### src/rtl/sfx_pkg.sv
`timescale 1ns/1ps
package sfx_pkg;
  localparam int REG_W  = 8;
  localparam int ADDR_W = 3;
  localparam int NSRC   = 5;

  localparam logic [ADDR_W-1:0] OFS_MODE = 3'd0;
  localparam logic [ADDR_W-1:0] OFS_IEN  = 3'd1;
  localparam logic [ADDR_W-1:0] OFS_STAT = 3'd2;
  localparam logic [ADDR_W-1:0] OFS_TIV  = 3'd3;
  localparam logic [ADDR_W-1:0] OFS_TCTL = 3'd4;

  // mode bit positions
  localparam int MB_LEVEL = 4;
  localparam int MB_FLOW  = 3;
  localparam int MB_FIFO  = 2;
  localparam int MB_SWAP  = 0;

  typedef struct packed {
    logic wrMode;
    logic wrIen;
    logic wrFifoRst;
    logic wrTiv;
    logic wrTctl;
    logic rdStatus;
  } sfx_strobe_t;
endpackage

### src/rtl/sfx_timer.sv
`timescale 1ns/1ps
module sfx_timer #(
  parameter int CLK_HZ  = 200_000_000,
  parameter int TICK_HZ = 5000,
  parameter int CNT_W   = 8
) (
  input  logic             clk,
  input  logic             rst,
  input  logic             en,
  input  logic [CNT_W-1:0] interval,
  output logic             fire
);
  localparam int PRESC_MAX = (CLK_HZ / TICK_HZ > 0) ? CLK_HZ / TICK_HZ : 1;
  localparam int PRESC_W   = (PRESC_MAX > 1) ? $clog2(PRESC_MAX) : 1;

  logic [PRESC_W-1:0] prescQ;
  logic [CNT_W-1:0]   tickCntQ;
  logic               doneQ;
  logic               tick;
  logic [CNT_W-1:0]   nEff;

  assign nEff = (interval == '0) ? CNT_W'(1) : interval;
  assign tick = (prescQ == PRESC_W'(PRESC_MAX - 1));
  assign fire = en && !doneQ && tick && (tickCntQ <= CNT_W'(1));

  always_ff @(posedge clk) begin
    if (rst) begin
      prescQ   <= '0;
      tickCntQ <= '0;
      doneQ    <= 1'b0;
    end else if (!en) begin
      prescQ   <= '0;
      tickCntQ <= nEff;
      doneQ    <= 1'b0;
    end else if (!doneQ) begin
      prescQ <= tick ? '0 : prescQ + PRESC_W'(1);
      if (tick) begin
        if (tickCntQ <= CNT_W'(1)) doneQ <= 1'b1;
        else                       tickCntQ <= tickCntQ - CNT_W'(1);
      end
    end
  end

  // once expired the timer stays silent while still enabled
  a_r7_no_refire: assert property (@(posedge clk) disable iff (rst)
    (doneQ && en) |=> !fire);
endmodule

### src/rtl/sfx_datapath.sv
`timescale 1ns/1ps
module sfx_datapath
  import sfx_pkg::*;
#(
  parameter int CLK_HZ  = 200_000_000,
  parameter int TICK_HZ = 5000
) (
  input  logic              clk,
  input  logic              rst,
  input  sfx_strobe_t       stb,
  input  logic [REG_W-1:0]  wdata,
  input  logic [ADDR_W-1:0] rdAddr,
  output logic [REG_W-1:0]  rdata,
  input  logic              rxDataRd,
  input  logic              txDataWr,
  input  logic              rxEmpty,
  input  logic              rxHalf,
  input  logic              rxFull,
  input  logic              txEmpty,
  input  logic              txHalf,
  input  logic              txFull,
  input  logic              charTimeout,
  output logic              fifoRst,
  output logic              modeLevel,
  output logic              modeFlowCtl,
  output logic              modeFifoEn,
  output logic              modeSwap,
  output logic              irqAny
);
  logic [NSRC-1:0]  modeQ;
  logic [NSRC-1:0]  ienQ;
  logic [REG_W-1:0] tivQ;
  logic             tctlEnQ;
  logic             fifoRstQ;

  logic tmrQ, ctoQ, txeQ, txhQ;
  logic txEmptyPrevQ, txHalfPrevQ;
  logic txEmptyRise, txHalfFall, tmrFire;
  logic [NSRC-1:0]  srcVec;
  logic [REG_W-1:0] statusByte;

  sfx_timer #(.CLK_HZ(CLK_HZ), .TICK_HZ(TICK_HZ), .CNT_W(REG_W)) timer_i (
    .clk      (clk),
    .rst      (rst),
    .en       (tctlEnQ),
    .interval (tivQ),
    .fire     (tmrFire)
  );

  assign txEmptyRise = txEmpty && !txEmptyPrevQ;
  assign txHalfFall  = !txHalf && txHalfPrevQ;

  // host registers
  always_ff @(posedge clk) begin
    if (rst) begin
      modeQ    <= '0;
      ienQ     <= '0;
      tivQ     <= '0;
      tctlEnQ  <= 1'b0;
      fifoRstQ <= 1'b0;
    end else begin
      if (stb.wrMode) modeQ <= {wdata[MB_LEVEL:MB_FIFO], 1'b0, wdata[MB_SWAP]};
      if (stb.wrIen)  ienQ  <= wdata[NSRC-1:0];
      if (stb.wrTiv)  tivQ  <= wdata;
      if (stb.wrTctl) tctlEnQ <= wdata[0];
      fifoRstQ <= stb.wrFifoRst;
    end
  end

  // latched interrupt sources, each with its own clear rule
  always_ff @(posedge clk) begin
    if (rst) begin
      tmrQ         <= 1'b0;
      ctoQ         <= 1'b0;
      txeQ         <= 1'b0;
      txhQ         <= 1'b0;
      txEmptyPrevQ <= 1'b0;
      txHalfPrevQ  <= 1'b0;
    end else begin
      txEmptyPrevQ <= txEmpty;
      txHalfPrevQ  <= txHalf;

      if (!tctlEnQ)     tmrQ <= 1'b0;
      else if (tmrFire) tmrQ <= 1'b1;

      if (charTimeout)                    ctoQ <= 1'b1;
      else if (rxDataRd || stb.rdStatus)  ctoQ <= 1'b0;

      if (txEmptyRise)                    txeQ <= 1'b1;
      else if (txDataWr || stb.rdStatus)  txeQ <= 1'b0;

      if (txHalfFall)                     txhQ <= 1'b1;
      else if (txHalf || stb.rdStatus)    txhQ <= 1'b0;
    end
  end

  assign srcVec = {tmrQ, ctoQ, txeQ, txhQ, rxHalf};
  assign irqAny = |(srcVec & ienQ);

  assign statusByte = {tmrQ, ctoQ, !rxFull, rxHalf, rxEmpty, txFull, txHalf, txEmpty};

  always_comb begin
    rdata = '0;
    case (rdAddr)
      OFS_MODE: rdata = REG_W'(modeQ);
      OFS_IEN:  rdata = REG_W'(ienQ);
      OFS_STAT: rdata = statusByte;
      OFS_TIV:  rdata = tivQ;
      OFS_TCTL: rdata = REG_W'(tctlEnQ);
      default:  rdata = '0;
    endcase
  end

  assign fifoRst     = fifoRstQ;
  assign modeLevel   = modeQ[MB_LEVEL];
  assign modeFlowCtl = modeQ[MB_FLOW];
  assign modeFifoEn  = modeQ[MB_FIFO];
  assign modeSwap    = modeQ[MB_SWAP];

  a_r5_fifo_rst_pulse: assert property (@(posedge clk) disable iff (rst)
    stb.wrFifoRst |=> fifoRst);
  a_r2_reserved_zero: assert property (@(posedge clk) disable iff (rst)
    (rdAddr == OFS_MODE) |-> !rdata[1]);
  a_r7_timer_hold: assert property (@(posedge clk) disable iff (rst)
    (tmrQ && tctlEnQ) |=> tmrQ);
  a_r7_timer_clear: assert property (@(posedge clk) disable iff (rst)
    (stb.wrTctl && !wdata[0]) |=> ##1 !tmrQ);
  a_r8_cto_clear: assert property (@(posedge clk) disable iff (rst)
    ((stb.rdStatus || rxDataRd) && !charTimeout) |=> !ctoQ);
  a_r9_txe_clear: assert property (@(posedge clk) disable iff (rst)
    (txDataWr && !txEmptyRise) |=> !txeQ);
endmodule

### src/rtl/sfx_ctrl.sv
`timescale 1ns/1ps
module sfx_ctrl
  import sfx_pkg::*;
(
  input  logic              clk,
  input  logic              rst,
  input  logic [ADDR_W-1:0] busAddr,
  input  logic              busWr,
  input  logic              busRd,
  input  logic              irqAny,
  input  logic              modeLevel,
  output sfx_strobe_t       stb,
  output logic              irqOut
);
  logic irqLvlQ, irqPrevQ;

  always_comb begin
    stb           = '0;
    stb.wrMode    = busWr && (busAddr == OFS_MODE);
    stb.wrIen     = busWr && (busAddr == OFS_IEN);
    stb.wrFifoRst = busWr && (busAddr == OFS_STAT);
    stb.wrTiv     = busWr && (busAddr == OFS_TIV);
    stb.wrTctl    = busWr && (busAddr == OFS_TCTL);
    stb.rdStatus  = busRd && (busAddr == OFS_STAT);
  end

  always_ff @(posedge clk) begin
    if (rst) begin
      irqLvlQ  <= 1'b0;
      irqPrevQ <= 1'b0;
    end else begin
      irqLvlQ  <= irqAny;
      irqPrevQ <= irqLvlQ;
    end
  end

  assign irqOut = modeLevel ? irqLvlQ : (irqLvlQ && !irqPrevQ);

  a_r13_edge_one_cycle: assert property (@(posedge clk) disable iff (rst)
    (!modeLevel && irqOut) |=> (!irqOut || modeLevel));
  a_r12_level_source: assert property (@(posedge clk) disable iff (rst)
    (modeLevel && irqOut) |-> $past(irqAny));
endmodule

### src/rtl/sfx_irq_ctrl.sv
`timescale 1ns/1ps
module sfx_irq_ctrl
  import sfx_pkg::*;
#(
  parameter int CLK_HZ  = 200_000_000,
  parameter int TICK_HZ = 5000
) (
  input  logic              clk,
  input  logic              rst,
  input  logic [ADDR_W-1:0] busAddr,
  input  logic [REG_W-1:0]  busWdata,
  input  logic              busWr,
  input  logic              busRd,
  output logic [REG_W-1:0]  busRdata,
  input  logic              rxDataRd,
  input  logic              txDataWr,
  input  logic              rxEmpty,
  input  logic              rxHalf,
  input  logic              rxFull,
  input  logic              txEmpty,
  input  logic              txHalf,
  input  logic              txFull,
  input  logic              charTimeout,
  output logic              irqOut,
  output logic              fifoRst,
  output logic              modeFlowCtl,
  output logic              modeFifoEn,
  output logic              modeSwap
);
  sfx_strobe_t stb;
  logic irqAny, modeLevel;

  sfx_ctrl ctrl_i (
    .clk       (clk),
    .rst       (rst),
    .busAddr   (busAddr),
    .busWr     (busWr),
    .busRd     (busRd),
    .irqAny    (irqAny),
    .modeLevel (modeLevel),
    .stb       (stb),
    .irqOut    (irqOut)
  );

  sfx_datapath #(.CLK_HZ(CLK_HZ), .TICK_HZ(TICK_HZ)) dp_i (
    .clk         (clk),
    .rst         (rst),
    .stb         (stb),
    .wdata       (busWdata),
    .rdAddr      (busAddr),
    .rdata       (busRdata),
    .rxDataRd    (rxDataRd),
    .txDataWr    (txDataWr),
    .rxEmpty     (rxEmpty),
    .rxHalf      (rxHalf),
    .rxFull      (rxFull),
    .txEmpty     (txEmpty),
    .txHalf      (txHalf),
    .txFull      (txFull),
    .charTimeout (charTimeout),
    .fifoRst     (fifoRst),
    .modeLevel   (modeLevel),
    .modeFlowCtl (modeFlowCtl),
    .modeFifoEn  (modeFifoEn),
    .modeSwap    (modeSwap),
    .irqAny      (irqAny)
  );
endmodule

### config.mk
export PLATFORM = sky130hd
export DESIGN_NAME = sfx_irq_ctrl
export DESIGN_NICKNAME = d
export VERILOG_FILES = /design/src/rtl/sfx_pkg.sv /design/src/rtl/sfx_timer.sv /design/src/rtl/sfx_datapath.sv /design/src/rtl/sfx_ctrl.sv /design/src/rtl/sfx_irq_ctrl.sv
export SDC_FILE = /design/constraint.sdc
export NUM_CORES = 1
export LEC_CHECK = 0
export ABC_AREA = 1
export BUFFER_PORTS_ARGS = -buffer_cell sky130_fd_sc_hd__buf_2
export CAP_MARGIN = 5
export CELL_PAD_IN_SITES_DETAIL_PLACEMENT = 0
export CELL_PAD_IN_SITES_GLOBAL_PLACEMENT = 1
export CORE_UTILIZATION = 30
export CTS_CLUSTER_SIZE = 12
export DETAILED_ROUTE_END_ITERATION = 7
export PLACE_DENSITY_LB_ADDON = 0.1
export SLEW_MARGIN = 10
export SYNTH_ARGS = -nofsm -noshare
export SYNTH_HDL_FRONTEND = slang
export SYNTH_HIERARCHICAL = 1
export SYNTH_SLANG_ARGS = --single-unit
### constraint.sdc
create_clock -name clk -period 1.9 [get_ports clk]
set_input_delay 0.38 -clock clk [delete_from_list [all_inputs] [get_ports clk]]
set_output_delay 0.38 -clock clk [all_outputs]
set_load 0.02 [all_outputs]
# After elaboration in Yosys (flattened, before gate mapping)
# Cells that the tools add are included.
dict set report totals {
  mem_bits_ro 0
  mem_count 0
  ram_bits 0
  regBits 52
  latchBits 0
  wordCells 74
}
dict set report classes {
  div 0
  n_eq_ne 8
  n_lt_le_gt_ge 1
  addsub 2
  bitwise_logic 2
  shift 0
  n_mul 0
  n_mux 17
  reduce_logical 28
}
# operator count
set ops {}
lappend ops {{2-to-1 mux 8 bit} 5}
lappend ops {{case mux 8 bit (5 select lines)} 1}
lappend ops {{adder 16 x 1 -> 16 bit, second input constant} 1}
lappend ops {{equality test 16 bit, second input constant} 1}
lappend ops {{2-to-1 mux 16 bit} 1}
lappend ops {{logical AND 1 bit} 12}
lappend ops {{2-to-1 mux 1 bit} 10}
lappend ops {{less-or-equal comparator 8 x 1 -> 1 bit, second input constant} 1}
lappend ops {{zero test 8 bit} 1}
lappend ops {{subtractor 8 x 1 -> 8 bit, second input constant} 1}
lappend ops {{equality test 3 x 2 -> 1 bit, second input constant} 2}
lappend ops {{inequality test 2 bit, second input constant} 3}
lappend ops {{nonzero test 2 bit} 3}
lappend ops {{AND 5 bit} 1}
lappend ops {{zero test 1 bit} 5}
lappend ops {{OR reduction 5 bit} 1}
lappend ops {{equality test 3 x 1 -> 1 bit, second input constant} 1}
lappend ops {{equality test 3 bit, second input constant} 1}
lappend ops {{zero test 3 bit} 1}
lappend ops {{logical OR 1 bit} 3}
lappend ops {{AND reduction 3 bit} 1}
lappend ops {{OR reduction 2 bit} 1}
lappend ops {{NOT 1 bit} 1}

# Logic depth before layout (Yosys ltp)
# Gate-level depths: netlist of run 1.
dict set report depth {
  depth_word 5
  depth_mapped 10
  ltp_nobuf 10
}

# Cells and area by module
# The synthesis of run 1 kept the hierarchy.
# mod instances seq_area_each_um2 cells_per_inst area_each_um2
set modules_own_cells {}
lappend modules_own_cells {sfx_timer 1 500.5 237 1605.3}
lappend modules_own_cells {sfx_datapath 1 500.5 165 1128.6}
lappend modules_own_cells {sfx_ctrl 1 40.0 22 135.1}

# Worst setup path after synthesis of run 1
# OpenSTA, ideal clock, no wires.
dict set report synth_timing {
  kind {input-to-output}
  from {in busAddr[1]}
  to {out busRdata[6]}
  path_slack_ns 0.359
  stages 3
  required_ns 1.520
  arrival_time_ns 1.161
  cell_sequence {buf_6 -> nand3_1 -> o21ai_0}
}
dict set report synth_between {
  elab_chain_len 2
  elab_cells_between_ends 6
  cone_classes {4 x eq/ne; 1 x mux; 1 x reduce/logical}
}
# element line_no
set synth_rtl {}
lappend synth_rtl {{from (decl)} sfx_irq_ctrl.sv:10} ;# input logic [ADDR_W-1:0] busAddr,
lappend synth_rtl {{equality test 3 bit (tied with other cells)} sfx_datapath.sv:104} ;# case (rdAddr)
lappend synth_rtl {{case mux 8 bit (5 select lines) *} sfx_datapath.sv:104}
lappend synth_rtl {{to (decl)} sfx_irq_ctrl.sv:14} ;# output logic [REG_W-1:0] busRdata,
# Mark *: on every way between the ends. The rest lies on a longest branch, timed or not.

# Worst setup path after layout of run 1
dict set report layout_timing {
  from {in busAddr[2]}
  to {out busRdata[3]}
}
# Same word-level chain as after synthesis.

==> impl_metrics.py, run 1 <==
metrics = {
    "clock_tree": {
        "clk_pin_slew_ns": 0.10,
        "cts_hold_buf": 0,
        "cts_setup_buffers": 0,
        "clk_latency_ns": 0.31,
        "clk_path_buf_depth": 2,
        "htreeDepth": 2,
        "clockRootBuffer": "clkbuf_8",
        "cts_made_buffers": 5,
        "cts.repair.resized": 0,
        "cts_num_sinks": 52,
        "cts_tree": "done",
    },
    "power_and_ir_drop": {
        "p_leak_nw": 1.407,
        "p_per_area_nw_per_um2": 662.3,
        "ir_worst_vdd_mv": 0.2583,
    },
    "route": {
        "dr.max_layer_used": "met4",
        "wl_met2_um": 3299,
        "first_iter_violations": 86,
        "wl_per_cell_um": 12.01,
        "wl_met1_um": 3584,
        "routed_wl_um": 7123,
        "num_vias": 2630,
        "via_per_inst": 4.435,
        "ant_nets": 0,
        "dr_wl_met3_um": 186,
        "first_pass_iters": 4,
        "route.detailed.drc": 0,
    },
    "timing": {
        "tightest_slew_ns": 0.3779,
        "grt_setup_unrepaired": "no",
        "finalSetupViolations": 0,
        "fin_ws_ns": 0.2127,
        "finalClockSkew_ns": 0.008432,
        "max_freq_mhz": 592.7,
        "hold_violations": 0,
        "drv_slew": 0,
        "period_share": 0.8880,
        "fin_setup_tns_ns": 0,
        "relSlewSlack": 0.7478,
        "period_minus_slack_ns": 1.687,
    },
    "floorplanning": {
        "die_h_um": 99.79,
        "start_util": 0.3105,
        "boundaryPins": 37,
        "core_um2": 9240,
        "dieArea_um2": 9958,
        "die_w_um": 99.79,
        "rows": 35,
    },
    "global_route": {
        "grt_max_degree": 18,
        "antenna_found_initial": 0,
        "grt_overflow": 0,
        "track_usage": 0.1538,
        "grt_pass1_wl_um": 12190,
        "grt_pass1_vias": 2551,
    },
    "setup_path": {
        "worstSetupPathType": "input pin to output pin",
        "crit_fanout": 7,
        "critPathLaunchType": "input pin",
        "critPathCaptureType": "output pin",
        "cp_data_arrival_time_ns": 1.31,
        "required_ns": 1.52,
    },
    "placed_design": {
        "post-place-ws_ns": 0.2027,
        "portBuffers": 36,
        "dp_hpwl_um": 5649,
        "finalWeightedCongestion": 0.7885,
    },
    "layout": {
        "fillers": 1046,
        "syn_to_final_growth_pct": 14.87,
        "drive_gt1_frac": 0.1961,
        "diodes": 0,
        "nets": 490,
    },
    "logic_synthesis": {
        "synth_top_flop_cell": "dfxtp_1",
        "ys_types": 36,
        "synth_edf_count": 0,
        "ys_seq_elements": 52,
        "avgSynthCellArea_um2": 6.767,
        "syn_inst": 424,
        "synth_common_cells": "79 x nand2_1, 75 x nor2_1, 53 x inv_1",
        "async_flop_share": 0,
        "yosys_warnings": 6,
        "yosys.area.top_type": "dfxtp_1",
        "synth_most_common_cell": "nand2_1",
        "yosys.area.top_type_share": 0.3628,
        "syn-cell-area_um2": 2869,
        "synthTopCellsByArea": "dfxtp_1 36%, nand2_1 10%, nor2_1 9.8%",
        "syn_nets": 451,
        "ys_seq_area_frac": 0.3628,
    },
    "worst_hold_path": {
        "hp-class": "input pin to register",
    },
    "flow_run": {
        "maxCapViolCount": 0,
    },
    "status": {
        "status": "finished clean",
    },
}
==> path summary, 6_finish.rpt <==
| check | start | to | slack [ns] | cells after the start |
|---|---|---|---|---|
| setup / recovery | busAddr[2] | busRdata[3] | 0.21 | 7 |
| hold / removal | charTimeout | dp_i/ctoQ | 0.27 | 3 |
| setup reg to reg | dp_i/timer_i/prescQ[0] | dp_i/timer_i/tickCntQ[1] | 0.34 | 8 |
| hold reg to reg | ctrl_i/irqLvlQ | ctrl_i/irqPrevQ | 0.44 | 2 |
==> cell usage in the layout (no fill, tap or decap), types with 2 or more instances in the layout <==
cell       n
nand2_1   79
nor2_1    75
inv_1     53
dfxtp_1   52
buf_2     36
a21oi_1   28
nand3_1   25
o21ai_0   24
nand4_1   12
inv_2     10
nor3_1     9
nand2_2    8
nand3_2    6
clkbuf_8   5
nor2_2     5
buf_4      4
nor3b_1    3
nand2_4    3
xor2_1     3
ha_1       3
nor2_4     2
xnor2_1    2
a22oi_1    2
==> worst max-delay path: stages <==
cell     delay, ns
buf_2         0.13
inv_1         0.14
nand3_1       0.22
nor2_1        0.15
nor2_1        0.07
nand2_1       0.06
buf_2         0.15
==> per-stage QoR <==
step,instance area [µm²],hold slack (ns),total power (W),cells,util
floorplan,2869,0.4102,0.001330,424,-
global placement,3181,0.4132,0.001415,585,0.3442
detailed placement,3181,0.4295,0.001416,585,0.3442
CTS,3296,0.2581,0.002225,593,0.3567
global route,3296,0.2626,0.002301,593,0.3567
finish,3296,0.2711,0.002183,593,0.3567
==> kinds of logic after synthesis <==
group                    after synthesis  share of synthesized area
AO/OA/AOI/OAI                         57                     0.1029
buffers and inverters                 72                     0.1064
flip-flops                            52                     0.3628
XOR/XNOR                               5                    0.01527
AND/OR/NAND/NOR                      235                     0.3995
adder cells (fa/ha/maj)                3                    0.01308
==> routing by layer <==
layer / vias up / global-route usage
met5: - / 0
li1: 1427 / -
met1: 1161 / 0.2022
met2: 37 / 0.2615
met4: 0 / 0.03733
met3: 5 / 0.02646
==> flip-flops by register name, summed over array words and instances, names as in the netlist <==
name and count:
dp_i/txeQ 1, dp_i/txEmptyPrevQ 1, dp_i/timer_i/prescQ 16, dp_i/ctoQ 1, dp_i/tctlEnQ 1, dp_i/modeQ 4
dp_i/ienQ 5, ctrl_i/irqLvlQ 1, dp_i/fifoRst 1, dp_i/tivQ 8, dp_i/txhQ 1, dp_i/tmrQ 1
dp_i/timer_i/tickCntQ 8, dp_i/txHalfPrevQ 1, ctrl_i/irqPrevQ 1, dp_i/timer_i/doneQ 1
==> area by class of cell <==
cell class	instances	area (µm²)	area share
clock buffer	5	68.82	0.02088
tap	129	161.4	0.04898
sequential	52	1041	0.3159
timing repair buffer	40	210.2	0.06378
multi-input combinational	300	1523	0.4620
clock inverter	3	46.29	0.01405
inverter	64	245.2	0.07441
==> where the power goes <==
part	switching, W	total [W]	leakage (nW)	internal, W
sequential	0.0000200	0.00114	0.422	0.00112
clock	0.000397	0.000795	0.0548	0.000398
combinational	0.000161	0.000250	0.930	0.0000891
Note: power is estimated with default switching activity, not from simulation.
==> run 2: changes to the inputs <==
--- a/config.mk
+++ b/config.mk
@@ -8,12 +8,9 @@
 export ABC_AREA = 1
 export BUFFER_PORTS_ARGS = -buffer_cell sky130_fd_sc_hd__buf_2
 export CAP_MARGIN = 5
-export CELL_PAD_IN_SITES_DETAIL_PLACEMENT = 0
-export CELL_PAD_IN_SITES_GLOBAL_PLACEMENT = 1
 export CORE_UTILIZATION = 30
 export CTS_CLUSTER_SIZE = 12
 export DETAILED_ROUTE_END_ITERATION = 7
-export PLACE_DENSITY_LB_ADDON = 0.1
 export SLEW_MARGIN = 10
 export SYNTH_ARGS = -nofsm -noshare
 export SYNTH_HDL_FRONTEND = slang
==> impl_metrics.py, run 2 (same netlist as run 1, synthesis figures left out) <==
metrics = {
    "floorplanning": {
        "dieArea_um2": 9958,
        "start_util": 0.3105,
        "die_h_um": 99.79,
        "die_w_um": 99.79,
        "core_um2": 9240,
        "rows": 35,
        "boundaryPins": 37,
    },
    "setup_path": {
        "required_ns": 1.52,
        "crit_fanout": 7,
        "critPathCaptureType": "output pin",
        "worstSetupPathType": "input pin to output pin",
        "critPathLaunchType": "input pin",
        "r2r_slack_ns": 0.37,
        "cp_data_arrival_time_ns": 1.39,
    },
    "route": {
        "routed_wl_um": 6516,
        "num_vias": 2690,
        "first_iter_violations": 130,
        "wl_per_cell_um": 11.03,
        "ant_nets": 0,
        "route.detailed.drc": 0,
        "first_pass_iters": 5,
        "via_per_inst": 4.552,
    },
    "clock_tree": {
        "clk_pin_slew_ns": 0.10,
        "cts.repair.resized": 0,
        "cts_num_sinks": 52,
        "cts_made_buffers": 5,
        "clockRootBuffer": "clkbuf_8",
        "clk_latency_ns": 0.31,
        "clk_path_buf_depth": 2,
        "cts_setup_buffers": 0,
        "htreeDepth": 2,
        "cts_tree": "done",
        "cts_hold_buf": 0,
    },
    "layout": {
        "drive_gt1_frac": 0.1926,
        "fillers": 1000,
        "largest_register_ffs": 16,
        "top_register": "dp_i/timer_i/prescQ",
        "diodes": 0,
        "mostFrequentLayoutCell": "nand2_1",
        "mostFrequentLayoutCells": "79 x nand2_1, 75 x nor2_1, 53 x inv_1",
        "largest_registers": "dp_i/timer_i/prescQ (16), dp_i/timer_i/tickCntQ (8), dp_i/tivQ (8)",
        "nets": 488,
        "finalInstanceArea_um2": 3262,
        "syn_to_final_growth_pct": 13.69,
    },
    "timing": {
        "tightest_slew_ns": 0.4071,
        "grt_setup_unrepaired": "no",
        "period_minus_slack_ns": 1.767,
        "relSlewSlack": 0.7286,
        "period_share": 0.9301,
        "hold_ws_ns": 0.2566,
        "fin_setup_tns_ns": 0,
        "max_freq_mhz": 565.9,
        "drv_slew": 0,
        "finalClockSkew_ns": 0.01166,
        "hold_violations": 0,
        "finalSetupViolations": 0,
    },
    "power_and_ir_drop": {
        "p_comb_frac": 0.119,
        "p_sw_frac": 0.2727,
        "ir_worst_vdd_mv": 0.3262,
        "p_switching_w": 0.0005640,
        "internal_power_w": 0.001504,
        "pwr-share-seq": 0.550,
        "clock_power_share": 0.331,
        "p_per_area_nw_per_um2": 634.1,
        "p_leak_nw": 1.393,
    },
    "placed_design": {
        "portBuffers": 36,
        "dp_hpwl_um": 5005,
        "place_area_um2": 3166,
        "finalWeightedCongestion": 0.8574,
    },
    "status": {
        "status": "finished clean",
    },
    "flow_run": {
        "maxCapViolCount": 0,
    },
    "worst_hold_path": {
        "hp-class": "input pin to register",
    },
    "global_route": {
        "grt_max_degree": 21,
        "grt_overflow": 0,
        "antenna_found_initial": 0,
        "grt_pass1_vias": 2485,
        "grt_pass1_wl_um": 11310,
        "track_usage": 0.1397,
    },
}
-- run 2: cell count changes in the layout (fill, tap and decap cells not counted), sizes merged --
cell / previous run / this run
clkinv: 1 / 2
clkinvlp: 1 / 0
clkbuf: 5 / 6
buf: 40 / 38
bufinv: 1 / 0
-- run 2: final timing paths --
check                                             from                        to  cells after the start
worst max-delay path                        busAddr[2]               busRdata[7]                      5
worst max register to register  dp_i/timer_i/prescQ[0]  dp_i/timer_i/tickCntQ[7]                      8
worst min register to register          ctrl_i/irqLvlQ           ctrl_i/irqPrevQ                      2
worst min-delay path                            txHalf                 dp_i/txhQ                      2
-- run 2: critical path, cell delays in order --
cell and delay, ns:
buf_2 0.12, inv_1 0.14, nand3_1 0.28, o21ai_0 0.26
buf_2 0.19
-- run 2: per-stage QoR --
step | utilization | std cells | total power [W] | setup slack, ns
floorplan | - | 424 | 0.001330 | 0.3590
global placement | 0.3426 | 583 | 0.001404 | 0.1999
detailed placement | 0.3426 | 583 | 0.001408 | 0.1596
CTS | 0.3530 | 591 | 0.002089 | 0.1618
global route | 0.3530 | 591 | 0.002169 | 0.05025
finish | 0.3530 | 591 | 0.002068 | 0.1329
-- run 2: area by class of cell --
class	count	area, µm²	share of cell area
Multi-Input combinational cell	300	1523	0.4668
Sequential cell	52	1041	0.3191
Inverter	64	245.2	0.07518
Timing Repair Buffer	38	195.2	0.05984
Tap cell	129	161.4	0.04948
Clock buffer	6	82.58	0.02532
Clock inverter	2	13.76	0.004219
-- run 2: per-layer routing --
metal	track usage	part of all wire
met5	0	0
met3	0.02786	0.037
met1	0.1826	0.49
met2	0.2350	0.46
met4	0.03620	0.0097
-- run 2: power by group through the flow --
stage / clock (W) / sequential, W / combinational (W)
CTS: 0.000705 / 0.00114 / 0.000246
finish: 0.000684 / 0.00114 / 0.000247
global route: 0.000745 / 0.00114 / 0.000281
global placement: 0 / 0.00116 / 0.000241
floorplan: 0 / 0.00116 / 0.000169
detailed placement: 0 / 0.00116 / 0.000245
==> run 3: changes to the inputs <==
--- a/config.mk
+++ b/config.mk
@@ -6,7 +6,7 @@
 export NUM_CORES = 1
 export LEC_CHECK = 0
 export ABC_AREA = 1
-export BUFFER_PORTS_ARGS = -buffer_cell sky130_fd_sc_hd__buf_2
+export BUFFER_PORTS_ARGS = -buffer_cell sky130_fd_sc_hd__clkbuf_2
 export CAP_MARGIN = 5
 export CORE_UTILIZATION = 30
 export CTS_CLUSTER_SIZE = 12
==> impl_metrics.py, run 3 (same netlist as run 1, synthesis figures left out) <==
metrics = {
    "layout": {
        "top_register": "dp_i/timer_i/prescQ",
        "diodes": 0,
        "largest_register_ffs": 16,
        "largest_registers": "dp_i/timer_i/prescQ (16), dp_i/timer_i/tickCntQ (8), dp_i/tivQ (8)",
        "mostFrequentLayoutCells": "79 x nand2_1, 75 x nor2_1, 53 x inv_1",
        "register_area_um2": 1041,
        "drive_gt1_frac": 0.1944,
        "fillers": 1026,
        "syn_to_final_growth_pct": 14.83,
        "multiInputGateArea_um2": 1523,
        "final_core_util": 0.3565,
        "mostFrequentLayoutCell": "nand2_1",
        "stdcell_count": 592,
        "nets": 489,
    },
    "clock_tree": {
        "cts_tree": "done",
        "clk_latency_ns": 0.31,
        "cts_made_buffers": 5,
        "clk_pin_slew_ns": 0.11,
        "cts.repair.resized": 0,
        "cts_num_sinks": 52,
        "cts_hold_buf": 0,
        "clk_path_buf_depth": 2,
        "clockRootBuffer": "clkbuf_8",
        "htreeDepth": 2,
        "cts_setup_buffers": 0,
    },
    "floorplanning": {
        "dieArea_um2": 9958,
        "core_um2": 9240,
        "start_util": 0.3105,
        "die_h_um": 99.79,
        "boundaryPins": 37,
        "rows": 35,
        "die_w_um": 99.79,
    },
    "setup_path": {
        "r2r-end": "dp_i/timer_i/tickCntQ[7]",
        "cp_data_arrival_time_ns": 1.36,
        "crit_cells": 5,
        "r2r_slack_ns": 0.38,
        "path_buf_inv": 3,
        "crit_fanout": 7,
        "crit_path_end": "busRdata[7]",
        "path_cells": "clkbuf_2 -> inv_1 -> nand3_1 -> o21ai_0 -> clkbuf_2",
        "crit_top_cell": "clkbuf_2",
        "crit_path_top_delay_cell": "o21ai_0",
        "critPathLaunchType": "input pin",
        "required_ns": 1.52,
        "critPathCaptureType": "output pin",
        "crit_start": "busAddr[2]",
        "ff2ff_path_depth": 8,
        "cpPeakStageDelay_ns": 0.26,
        "worstSetupPathType": "input pin to output pin",
        "cpLargestDelayFamily": "buffers and inverters",
        "reg2reg_from": "dp_i/timer_i/prescQ[0]",
    },
    "timing": {
        "tightest_slew_ns": 0.3889,
        "hold_violations": 0,
        "drv_slew": 0,
        "finalClockSkew_ns": 0.01543,
        "finalSetupViolations": 0,
        "max_freq_mhz": 575.1,
        "period_minus_slack_ns": 1.739,
        "fin_setup_tns_ns": 0,
        "relSlewSlack": 0.7404,
        "grt_setup_unrepaired": "no",
        "period_share": 0.9152,
    },
    "worst_hold_path": {
        "hp-class": "input pin to register",
        "holdPathStages": 2,
    },
    "route": {
        "routed_wl_um": 6418,
        "route.detailed.drc": 0,
        "wl_per_cell_um": 10.84,
        "num_vias": 2705,
        "ant_nets": 0,
        "first_iter_violations": 127,
        "via_per_inst": 4.569,
        "first_pass_iters": 4,
    },
    "flow_run": {
        "maxCapViolCount": 0,
    },
    "power_and_ir_drop": {
        "ir_worst_vdd_mv": 0.3101,
        "p_per_area_nw_per_um2": 667.4,
        "p_leak_nw": 1.402,
    },
    "global_route": {
        "antenna_found_initial": 0,
        "grt_overflow": 0,
        "track_usage": 0.1375,
        "grt_pass1_vias": 2554,
        "grt_max_degree": 18,
        "grt_pass1_wl_um": 11250,
    },
    "placed_design": {
        "dp_hpwl_um": 5006,
        "dp.cells": 584,
        "finalWeightedCongestion": 0.8525,
        "portBuffers": 36,
    },
    "status": {
        "status": "finished clean",
    },
}
==> run 3: worst reg2reg max path, stage by stage, from the launching register on <==
cell and delay [ns]:
dfxtp_1 0.41, ha_1 0.25, nand3_1 0.12, nor2_1 0.18, nand2_1 0.11, nand2_2 0.10, nand3_4 0.12, nand2_1 0.09
a21oi_1 0.06
==> run 3: stage by stage <==
step / total power (W) / cell area, µm² / hold WS, ns / setup slack, ns
CTS: 0.002224 / 3294 / 0.2509 / 0.1622
floorplan: 0.001330 / 2869 / 0.4102 / 0.3590
finish: 0.002199 / 3294 / 0.2580 / 0.1611
global route: 0.002299 / 3294 / 0.2643 / 0.04243
detailed placement: 0.001407 / 3173 / 0.4319 / 0.1602
global placement: 0.001405 / 3173 / 0.4327 / 0.1920
==> run 3: where the power goes <==
group | switching (W) | internal (W)
registers | 0.0000199 | 0.00112
logic | 0.000156 | 0.0000888
clock network | 0.000385 | 0.000432
==> run 3: cell type report <==
class | instances | share of cell area
clock buffers | 6 | 0.02507
clock inverters | 2 | 0.01177
inverters | 64 | 0.07444
multi-input cells | 300 | 0.4622
flip-flops and latches | 52 | 0.3160
well taps | 129 | 0.04899
repair buffers | 39 | 0.06153
==> run 3: worst min-delay path by stage <==
| stage | startpoint | end |
|---|---|---|
| 3_5_place_dp | ctrl_i/irqLvlQ | ctrl_i/irqPrevQ |
| 3_3_place_gp | ctrl_i/irqLvlQ | ctrl_i/irqPrevQ |
| 2_1_floorplan | ctrl_i/irqLvlQ | ctrl_i/irqPrevQ |
| 6_report | txHalf | dp_i/txhQ |
| 5_1_grt | txHalf | dp_i/txhQ |
| 4_1_cts | txHalf | dp_i/txhQ |
==> run 3: metal layers <==
layer	GRT usage	part of all wire	wire length, µm
met1	0.1740	0.48	3098
met3	0.02646	0.037	236
met5	0	0	0
met4	0.03054	0.0081	52
met2	0.2414	0.47	3031
